===== src/rtl/mb_layer_select.sv =====
module mb_layer_select #(
  parameter int NUM_OVL = 8,
  parameter int CW      = 8
) (
  input  logic          clk,
  input  logic          rst_n,
  input  logic          wr_en,
  input  logic [3:0]    wr_layer,
  input  logic [2:0]    wr_field,
  input  logic [CW-1:0] wr_data,
  input  logic          blk_valid,
  input  logic [CW-1:0] blk_x,
  input  logic [CW-1:0] blk_y,
  output logic          sel_valid,
  output logic [3:0]    sel_layer,
  output logic [1:0]    sel_op
);
  localparam int NREG = NUM_OVL + 1;
  localparam logic [3:0] CODE_PRI = 4'd8;
  localparam logic [3:0] CODE_BG  = 4'd9;

  logic [CW-1:0] bx [NREG];
  logic [CW-1:0] by [NREG];
  logic [CW-1:0] bw [NREG];
  logic [CW-1:0] bh [NREG];
  logic [NUM_OVL-1:0] ovl_en;
  logic [1:0]    ovl_op [NUM_OVL];
  logic [NREG-1:0] hit;

  genvar g;
  generate
    for (g = 0; g < NREG; g++) begin : g_reg
      localparam logic [3:0] ADDR = (g == NUM_OVL) ? CODE_PRI : 4'(g);
      logic sel;
      logic [CW:0] xe, ye;
      logic en;
      assign sel = wr_en && (wr_layer == ADDR);

      always_ff @(posedge clk) begin
        if (!rst_n) begin
          bx[g] <= '0; by[g] <= '0; bw[g] <= '0; bh[g] <= '0;
        end else if (sel) begin
          case (wr_field)
            3'd0: bx[g] <= wr_data;
            3'd1: by[g] <= wr_data;
            3'd2: bw[g] <= wr_data;
            3'd3: bh[g] <= wr_data;
            default: ;
          endcase
        end
      end

      if (g < NUM_OVL) begin : g_ctl
        always_ff @(posedge clk) begin
          if (!rst_n) begin
            ovl_en[g] <= 1'b0;
            ovl_op[g] <= 2'd0;
          end else if (sel && wr_field == 3'd4) begin
            ovl_en[g] <= wr_data[0];
            ovl_op[g] <= wr_data[2:1];
          end
        end
        assign en = ovl_en[g];
      end else begin : g_pri
        assign en = 1'b1;
      end

      assign xe = {1'b0, bx[g]} + {1'b0, bw[g]};
      assign ye = {1'b0, by[g]} + {1'b0, bh[g]};
      assign hit[g] = en
                   && ({1'b0, blk_x} >= {1'b0, bx[g]}) && ({1'b0, blk_x} < xe)
                   && ({1'b0, blk_y} >= {1'b0, by[g]}) && ({1'b0, blk_y} < ye);
    end
  endgenerate

  logic [3:0] nxt_layer;
  logic [1:0] nxt_op;
  always_comb begin
    nxt_layer = hit[NUM_OVL] ? CODE_PRI : CODE_BG;
    nxt_op    = 2'd0;
    for (int i = NUM_OVL - 1; i >= 0; i--) begin
      if (hit[i]) begin
        nxt_layer = 4'(i);
        nxt_op    = ovl_op[i];
      end
    end
  end

  always_ff @(posedge clk) begin
    if (!rst_n) begin
      sel_valid <= 1'b0;
      sel_layer <= CODE_BG;
      sel_op    <= 2'd0;
    end else begin
      sel_valid <= blk_valid;
      if (blk_valid) begin
        sel_layer <= nxt_layer;
        sel_op    <= nxt_op;
      end
    end
  end

  assert_valid_follows_R10: assert property (@(posedge clk) disable iff (!rst_n)
    blk_valid |=> sel_valid);
  assert_valid_drops_R10: assert property (@(posedge clk) disable iff (!rst_n)
    !blk_valid |=> !sel_valid);
  assert_ovl0_wins_R5: assert property (@(posedge clk) disable iff (!rst_n)
    blk_valid && hit[0] |=> sel_layer == 4'd0);
  assert_ovl_beats_primary_R7: assert property (@(posedge clk) disable iff (!rst_n)
    blk_valid && (|hit[NUM_OVL-1:0]) |=> sel_layer < CODE_PRI);
  assert_bg_fallback_R8: assert property (@(posedge clk) disable iff (!rst_n)
    blk_valid && hit == '0 |=> sel_layer == CODE_BG && sel_op == 2'd0);
endmodule


===== config.mk =====
export PLATFORM = sky130hd
export DESIGN_NAME = mb_layer_select
export DESIGN_NICKNAME = d
export VERILOG_FILES = /design/src/rtl/mb_layer_select.sv
export SDC_FILE = /design/constraint.sdc
export NUM_CORES = 1
export LEC_CHECK = 0
export CAP_MARGIN = 20
export CORE_MARGIN = 2
export CORE_UTILIZATION = 55
export CTS_CLUSTER_DIAMETER = 40
export DETAILED_ROUTE_END_ITERATION = 10
export DONT_BUFFER_PORTS = 1
export GPL_TIMING_DRIVEN = 0
export PLACE_DENSITY = 0.7
export RECOVER_POWER = 50
export SETUP_SLACK_MARGIN = 0.02
export SLEW_MARGIN = 20
export SYNTH_ARGS = -nofsm -noshare
export SYNTH_HDL_FRONTEND = slang
export SYNTH_SLANG_ARGS = --single-unit

===== constraint.sdc =====
create_clock -name clk -period 5.2 [get_ports clk]
set_input_delay 1.04 -clock clk [delete_from_list [all_inputs] [get_ports clk]]
set_output_delay 1.04 -clock clk [all_outputs]
set_load 0.02 [all_outputs]

-- Word-level counts from Yosys, hierarchy flattened
Memory sizes are Yosys's and may differ from the RTL's.
Cells that the tools add are included.
- register bits: 15
- memory bits (writable): 304
- input bits: 35
- output and inout bits: 7
- word-level logic and storage cells: 378
- memories kept: 5
- memories (name ; words ; width ; rd ports ; clocked after Yosys merged registers in ; write ports ; RTL line ; source):
    bh ; 9 ; 8 ; 9 ; 0 ; 9 ; 25 ; logic [CW-1:0] bh [NREG];
    bw ; 9 ; 8 ; 9 ; 0 ; 9 ; 24 ; logic [CW-1:0] bw [NREG];
    bx ; 9 ; 8 ; 9 ; 0 ; 9 ; 22 ; logic [CW-1:0] bx [NREG];
    by ; 9 ; 8 ; 9 ; 0 ; 9 ; 23 ; logic [CW-1:0] by [NREG];
    ovl_op ; 8 ; 2 ; 8 ; 0 ; 8 ; 27 ; logic [1:0] ovl_op [NUM_OVL];
- $add $sub $neg: 18
- $lt $le $gt $ge: 36
- equality and inequality tests: 12
- multiplexer cells: 198
- bitwise operators: 44
- reductions and logical operators: 54
- operator list (operator ; count):
    two-way mux 8 bit ; 36
    adder 8 x 8 -> 9 bit ; 18
    less-than comparator 8 x 9 -> 1 bit ; 18
    >= comparator 8 bit ; 18
    two-way mux 1 bit ; 138
    logical AND 1 bit ; 52
    bitwise OR 1 bit ; 44
    two-way mux 2 bit ; 16
    two-way mux 4 bit ; 8
    equality test 4 x 3 -> 1 bit, second input constant ; 4
    equality test 4 x 2 -> 1 bit, second input constant ; 2
    equality test 3 x 2 -> 1 bit, second input constant ; 2
    equality test 4 x 1 -> 1 bit, second input constant ; 1
    equality test 4 bit, second input constant ; 1
    zero test 4 bit ; 1
    equality test 3 x 1 -> 1 bit, second input constant ; 1
    equality test 3 bit, second input constant ; 1
    zero test 3 bit ; 1

-- Depth between registers and ports, before layout
Gate-level depths: netlist (run 1).
An unclocked memory read counts as a cell.
- word-level depth: 15
- depth in mapped cells: 18
- depth with buffers taken out: 18

-- Worst setup path after synthesis (run 1)
No wires, ideal clock.
- kind: register to register
- start: memory bw[6][1]
- end: register sel_op[0]
- library setup time: 0.074 ns
- arrival time: 3.882 ns
- data required time: 5.126 ns
- slack: 1.244 ns
- stages on the path, launching flop included: 19
- path buffers: 0
- clock period less this slack: 3.956 ns
- path through: edfxtp_1 ha_1 a21o_1 a21oi_1 o21bai_1 a21oi_1 o21bai_1 a21oi_1 xnor2_1 ha_1 nand2_1 or4_1 o32ai_1 o41ai_1 o311a_4 nor3_4 a221oi_2 or4_1 a31oi_1
- RTL lines (element ; RTL line ; source):
    start, declared ; 24 ;
    end signal, assigned ; 98 ; sel_op <= nxt_op;
    end, declared ; 16 ; output logic [1:0] sel_op

==> results_dict.tcl, run 1 <==
set metrics [dict create \
    status "finished clean" \
    max_freq_mhz 214 \
    grt_overflow 0 \
    grt_antenna_before_repair 8 \
    met3RoutedLength_mm 6.34 \
    hold_path_class "flip-flop to flip-flop" \
    number_of_hold_slack_violations_in_the_final_timing_report 0 \
    final_layout_size_suffix_gt1_share_pct 4.89 \
    port_buffers 0 \
    drt_first_iter_violations 1919 \
    utilization_pct 61.6 \
    post_cts.resized_instances 0 \
    synth_enable_flop_cells 304 \
    timing.setup.critical_path_class "flip-flop to flip-flop" \
    clock_tree_from_tritoncts "built" \
    postSynthNetCount 2732 \
    clk-insertion-delay-late_ns 0.63 \
    totalWireLength_mm 67.2 \
    p_clk_share_pct 45.1 \
    sequentialPowerShare_pct 36.5 \
    period_utilization_post_route_pct 89.9 \
    cts.sinks 319 \
    clock_tree.htree_level_count 2 \
    grt_setup_unrepaired "false" \
    route.antenna.remaining_nets 0 \
    dpl.cell_count 2812 \
    grt_first_pass_wirelength_mm 100 \
    synth_area_sq_um 23700 \
    ranking_of_synthesized_cells_by_area "edfxtp_1, ha_1, and2_1" \
    placementRows 76 \
    critical_path_required_ns 5.72 \
    dpl.hpwl_mm 47.5 \
    syn2layout_area_growth_pct 11.2 \
    drv.max_cap_violation_count 0 \
    worstPathArrival_ns 5.19 \
    synth_most_common_cell "ha_1" \
    worst_pin_slew_ns 1.37 \
    synth_largest_type_area_fraction_pct 38.5 \
    swShare_pct 28.4 \
    yosys_warnings 0 \
    route.detailed.drc 0 \
    initial_core_util_pct 55.4 \
    core_area_sq_um 42800 \
    yosys-top-cells-count "ha_1, edfxtp_1, and2_1" \
    ctsHoldBuffers 0 \
    synth-main-ff-cell "edfxtp_1" \
    worst_setup_hold_path_clk_slew_ns 0.06 \
    viasPerCell 6.10 \
    layout.filler_cells 3427 \
    die_height_um 212 \
    power_per_cell_area_nw_per_um2 315 \
    clock_root_buffer "clkbuf_16" \
    first_global_vias 17600 \
    p_sw_uw 2350 \
    finalMaxSlewViolations 0 \
    wire_per_inst_um 23.0 \
    clk_path_buf_depth 3 \
    drt_pass1_iterations 6 \
    topRoutingLayerUsed "met5" \
    finalNetCount 2793 \
    setup_viol 0 \
    largest_net_degree_at_the_start_of_global_routing 19 \
    routed-via-count 17800 \
    wl_met2_mm 30.5 \
    cts_setup_buffers 0 \
    finalWeightedCongestion 0.903 \
    post_synth_inst_count 2265 \
    irDropWorstVdd_mv 0.258 \
    layout.area.seq_sq_um 9430 \
    netlist-cell-type-count 77 \
    die_area_sq_um 44800 \
    boundaryPins 42 \
    p_int_uw 5940 \
    combinationalPowerShare_pct 18.4 \
    critical_path.endpoint_type "flip-flop" \
    grt.total_usage_pct 30.3 \
    critical_path.startpoint_type "flip-flop" \
    finalSetupTns_ns 0 \
    cellLeakagePower_uw 0.0112 \
    yosysTopAreaCell "edfxtp_1" \
    async_reset_ff_share_pct 0 \
    worst_clock_skew_ns 0.0384 \
    finalWorstPathRequiredPeriod_ns 4.68 \
    multiInputGateArea_sq_um 13300 \
    detail_route.wirelength.met1_mm 27.3 \
    tritoncts.num_buffers 56 \
    critPathMaxFanout 3 \
    avgSynthCellArea_sq_um 10.5 \
    synth.ff_latch_count 319 \
    post_layout_nonfiller_instances 2924 \
    floorplan.die.width_um 212 \
    synth_seq_area_share_pct 39.8 \
    max_slew_margin_pct 7.72 \
]
[critical path, cell delays in order (launching register included)]
cell and delay [ns]:
edfxtp_1 0.43, ha_1 0.25, fa_1 0.43, a211oi_1 0.26, o21bai_1 0.12, a21oi_1 0.25, xnor2_1 0.12, ha_1 0.28
o21a_1 0.11, o21bai_1 0.06, a221oi_1 0.70, nor2_1 0.36, nor4_1 0.87, o311a_1 0.25, o21ai_1 0.07
[power groups by stage]
stage,clock network [uW],registers (uW),logic (uW)
floorplan,0,3040,1120
global placement,0,3070,1400
detailed placement,0,3070,1490
CTS,3750,3030,1510
global route,3870,3040,1720
finish,3740,3030,1520
[per-layer routing]
layer  up-vias  track usage [%]
met3       204             7.17
met2       707             48.7
met4         2             14.3
li1       8345                -
met1      8578             38.8
met5         -                0
[registers in the layout (all words and copies together), names as in the netlist]
name and flops:
sel_valid 1, by 72, bw 72, ovl_op 16, g.en 8, bx 72
sel_op 2, bh 72, sel_layer 4
[kinds of logic (layout without fill, tap and decap cells)]
family	Yosys count	after routing	synth area share, %
adder cells (fa/ha/maj)	432	432	23.4
AND/OR/NAND/NOR	606	606	14.2
buffers and inverters	259	366	4.11
multiplexers	1	1	0.0422
XOR/XNOR	97	97	3.58
other	0	6	0
AO/OA/AOI/OAI	551	551	14.9
flip-flops	319	319	39.8
[final timing paths]
kind / to / slack, ns / startpoint / cells past startpoint
hold / removal: g_reg[1].en / 0.52 / g_reg[1].en / 2
setup reg to reg: sel_layer[0] / 0.52 / by[7][0] / 14
setup / recovery: sel_layer[0] / 0.52 / by[7][0] / 14
hold reg to reg: g_reg[1].en / 0.52 / g_reg[1].en / 2
[layout by cell type (no fill, tap or decap), drive strengths merged, types with 33 or more instances in the layout]
master and n:
a21o 51, a21oi 155, and2 291, clkbuf 110, edfxtp 304, ha 414
inv 221, nand2 55, nor2 114, o21a 33, o21ai 149, o21bai 47
xnor2 64, xor2 33
[area by class of cell]
| cell class | instances | share of cell area [%] |
|---|---|---|
| timing repair buffer | 3 | 0.0617 |
| clock inverter | 43 | 1.88 |
| multi-input combinational | 1687 | 50.6 |
| antenna | 6 | 0.0570 |
| clock buffer | 61 | 5.39 |
| tap | 546 | 2.59 |
| buffer | 49 | 0.703 |
| sequential | 319 | 35.8 |
| inverter | 210 | 2.99 |
[through the flow]
stage          power [uW]  hold WS [ns]  setup WS [ns]  area [sq um]
2_1_floorplan        4160         0.450           1.24         23700
3_3_place_gp         4470         0.475          0.687         24400
3_5_place_dp         4560         0.485          0.599         24400
4_1_cts              8280         0.492          0.570         26300
5_1_grt              8630         0.530          0.282         26300
6_report             8290         0.517          0.524         26400
No activity file was read; power rests on OpenSTA's default activity.
==> inputs of run 2 (changes only) <==
--- a/config.mk
+++ b/config.mk
@@ -14,6 +14,7 @@
 export GPL_TIMING_DRIVEN = 0
 export PLACE_DENSITY = 0.7
 export RECOVER_POWER = 50
+export REMOVE_ABC_BUFFERS = 1
 export SETUP_SLACK_MARGIN = 0.02
 export SLEW_MARGIN = 20
 export SYNTH_ARGS = -nofsm -noshare
==> constraint.sdc (replaced) <==
create_clock -name clk -period 4.5 [get_ports clk]
set_input_delay 0.9 -clock clk [delete_from_list [all_inputs] [get_ports clk]]
set_output_delay 0.9 -clock clk [all_outputs]
set_load 0.02 [all_outputs]
==> run 2 against run 1 <==
  * Critical path depth grew 4
  * Combinational power grew 9%
  * Sequential power grew 16%
  * Global-route usage shrank 3.4 points
  * Routed wire length shrank 13%
  * Register-to-register slack lost 0.30 ns
  * Critical endpoint is now sel_op[0]
  * Largest cell class unchanged
  * Largest power group unchanged
==> results_dict.tcl, run 2 (synthesized netlist as in run 1, its figures left out) <==
set metrics [dict create \
    floorplan.die.width_um 212 \
    clock_root_buffer "clkbuf_16" \
    ctsHoldBuffers 0 \
    setup_viol 0 \
    timing.setup.critical_path_class "flip-flop to flip-flop" \
    grt_antenna_before_repair 0 \
    critical_path.startpoint_type "flip-flop" \
    worst_pin_slew_ns 1.22 \
    critical_path.endpoint_type "flip-flop" \
    viasPerCell 5.90 \
    max_freq_mhz 234 \
    dpl.hpwl_mm 39.9 \
    placementRows 76 \
    irDropWorstVdd_mv 0.372 \
    initial_core_util_pct 55.4 \
    dp_worst_setup_slack_ns -0.171 \
    worst-path-buf-inv 0 \
    clk_path_buf_depth 3 \
    tritoncts.num_buffers 45 \
    drv.max_cap_violation_count 0 \
    grt_first_pass_wirelength_mm 91.5 \
    max_slew_margin_pct 18.3 \
    utilization_pct 60.3 \
    clk-insertion-delay-late_ns 0.58 \
    final_layout_size_suffix_gt1_share_pct 4.21 \
    finalNetCount 2734 \
    finalSetupTns_ns 0 \
    routed-via-count 16800 \
    first_global_vias 17000 \
    clock_tree_from_tritoncts "built" \
    crit_top_cell "a21oi_2" \
    status "finished clean" \
    slowest_stage "or4_4" \
    number_of_hold_slack_violations_in_the_final_timing_report 0 \
    finalHoldWorstSlack_ns 0.490 \
    grt_overflow 0 \
    clock_tree.htree_level_count 2 \
    hold_path_class "flip-flop to flip-flop" \
    largest_net_degree_at_the_start_of_global_routing 53 \
    post_dp_cell_area_sq_um 24200 \
    cpPeakStageDelay_ns 0.53 \
    critical_path_required_ns 5.01 \
    syn2layout_area_growth_pct 8.84 \
    insertedDiodeCount 0 \
    cts.sinks 319 \
    path_delay_family "compound AO/OA/AOI/OAI gates" \
    postLayoutCellArea_sq_um 25800 \
    boundaryPins 42 \
    port_buffers 0 \
    route.detailed.drc 0 \
    cp_num_cells 18 \
    worstPathArrival_ns 4.79 \
    period_utilization_post_route_pct 95.1 \
    core_area_sq_um 42800 \
    timing.critical_path.cells "ha_1, a21o_1, a21oi_2, o21bai_1, a21oi_2, o21bai_1, a21oi_2, xnor2_1, ha_1, nand2_1, or4_4, o32ai_4, o41ai_4, o311a_4, nor3_4, a221oi_2, or4_1, a31oi_1" \
    worst_setup_hold_path_clk_slew_ns 0.05 \
    die_height_um 212 \
    setup_ws_ns 0.220 \
    most-common-layout-cells "ha_1, edfxtp_1, inv_1" \
    totalWireLength_mm 58.8 \
    cellLeakagePower_uw 0.0109 \
    drt_pass1_iterations 5 \
    cells_on_worst_reg2reg_path 18 \
    layout.filler_cells 3489 \
    critPathMaxFanout 3 \
    power_per_cell_area_nw_per_um2 337 \
    finalWorstPathRequiredPeriod_ns 4.28 \
    finalWeightedCongestion 0.873 \
    wire_per_inst_um 20.6 \
    layout_commonest_cell "ha_1" \
    die_area_sq_um 44800 \
    finalMaxSlewViolations 0 \
    worst_clock_skew_ns 0.0137 \
    min_delay_path_depth 2 \
    drt_first_iter_violations 1109 \
    route.antenna.remaining_nets 0 \
    grt.total_usage_pct 26.9 \
]
[run 2: cell count changes in the layout (fill, tap and decap cells not counted), sizes merged]
cell	before	now
clkbuf	110	57
inv	221	212
clkinv	18	12
diode	6	0
buf	3	4
bufinv	7	6
clkinvlp	7	6
[run 2: what timing repair did]
item,4_1_cts,5_1_grt
pin swaps,0,3
setup buffers,0,3
endpoints found under the setup margin,1,4
gates resized for setup,4,4
[run 2: path summary, 6_finish.rpt]
check | from | to | slack [ns]
worst min-delay path | g_reg[4].en | g_reg[4].en | 0.49
worst max-delay path | bw[6][1] | sel_op[0] | 0.22
worst min register to register | g_reg[4].en | g_reg[4].en | 0.49
worst max register to register | bw[6][1] | sel_op[0] | 0.22
[run 2: layout make-up]
class / instances / area (sq um) / share of cell area (%)
Clock buffer: 57 / 1190 / 4.62
Clock inverter: 26 / 312 / 1.21
Inverter: 210 / 788 / 3.05
Multi-Input combinational cell: 1687 / 13400 / 51.8
Sequential cell: 319 / 9430 / 36.5
Tap cell: 546 / 683 / 2.65
Timing Repair Buffer: 4 / 27.5 / 0.107
[run 2: worst min-delay path: cells and delay by family (launching register included)]
family | cells | cell delay [ns]
flops | 1 | 0.31
compound gates | 2 | 0.14
[run 2: power by group]
group          internal (uW)  switching (uW)  total, uW
sequential              3400            94.1       3500
combinational            745             910       1660
clock                   2230            1330       3560
total                   6370            2340       8710
[run 2: stage by stage]
step / total power (uW) / cells
2_1_floorplan: 4780 / 2216
3_3_place_gp: 5060 / 2762
3_5_place_dp: 5160 / 2762
4_1_cts: 8720 / 2845
5_1_grt: 9130 / 2849
6_report: 8710 / 2849
[run 2: routing by layer]
metal	global-route usage [%]	share of wire (%)	vias to the layer above
li1	-	-	8205
met2	45.8	46	405
met4	9.28	3.4	0
met1	34.9	44	8087
met5	0	0	-
met3	4.35	6.2	119
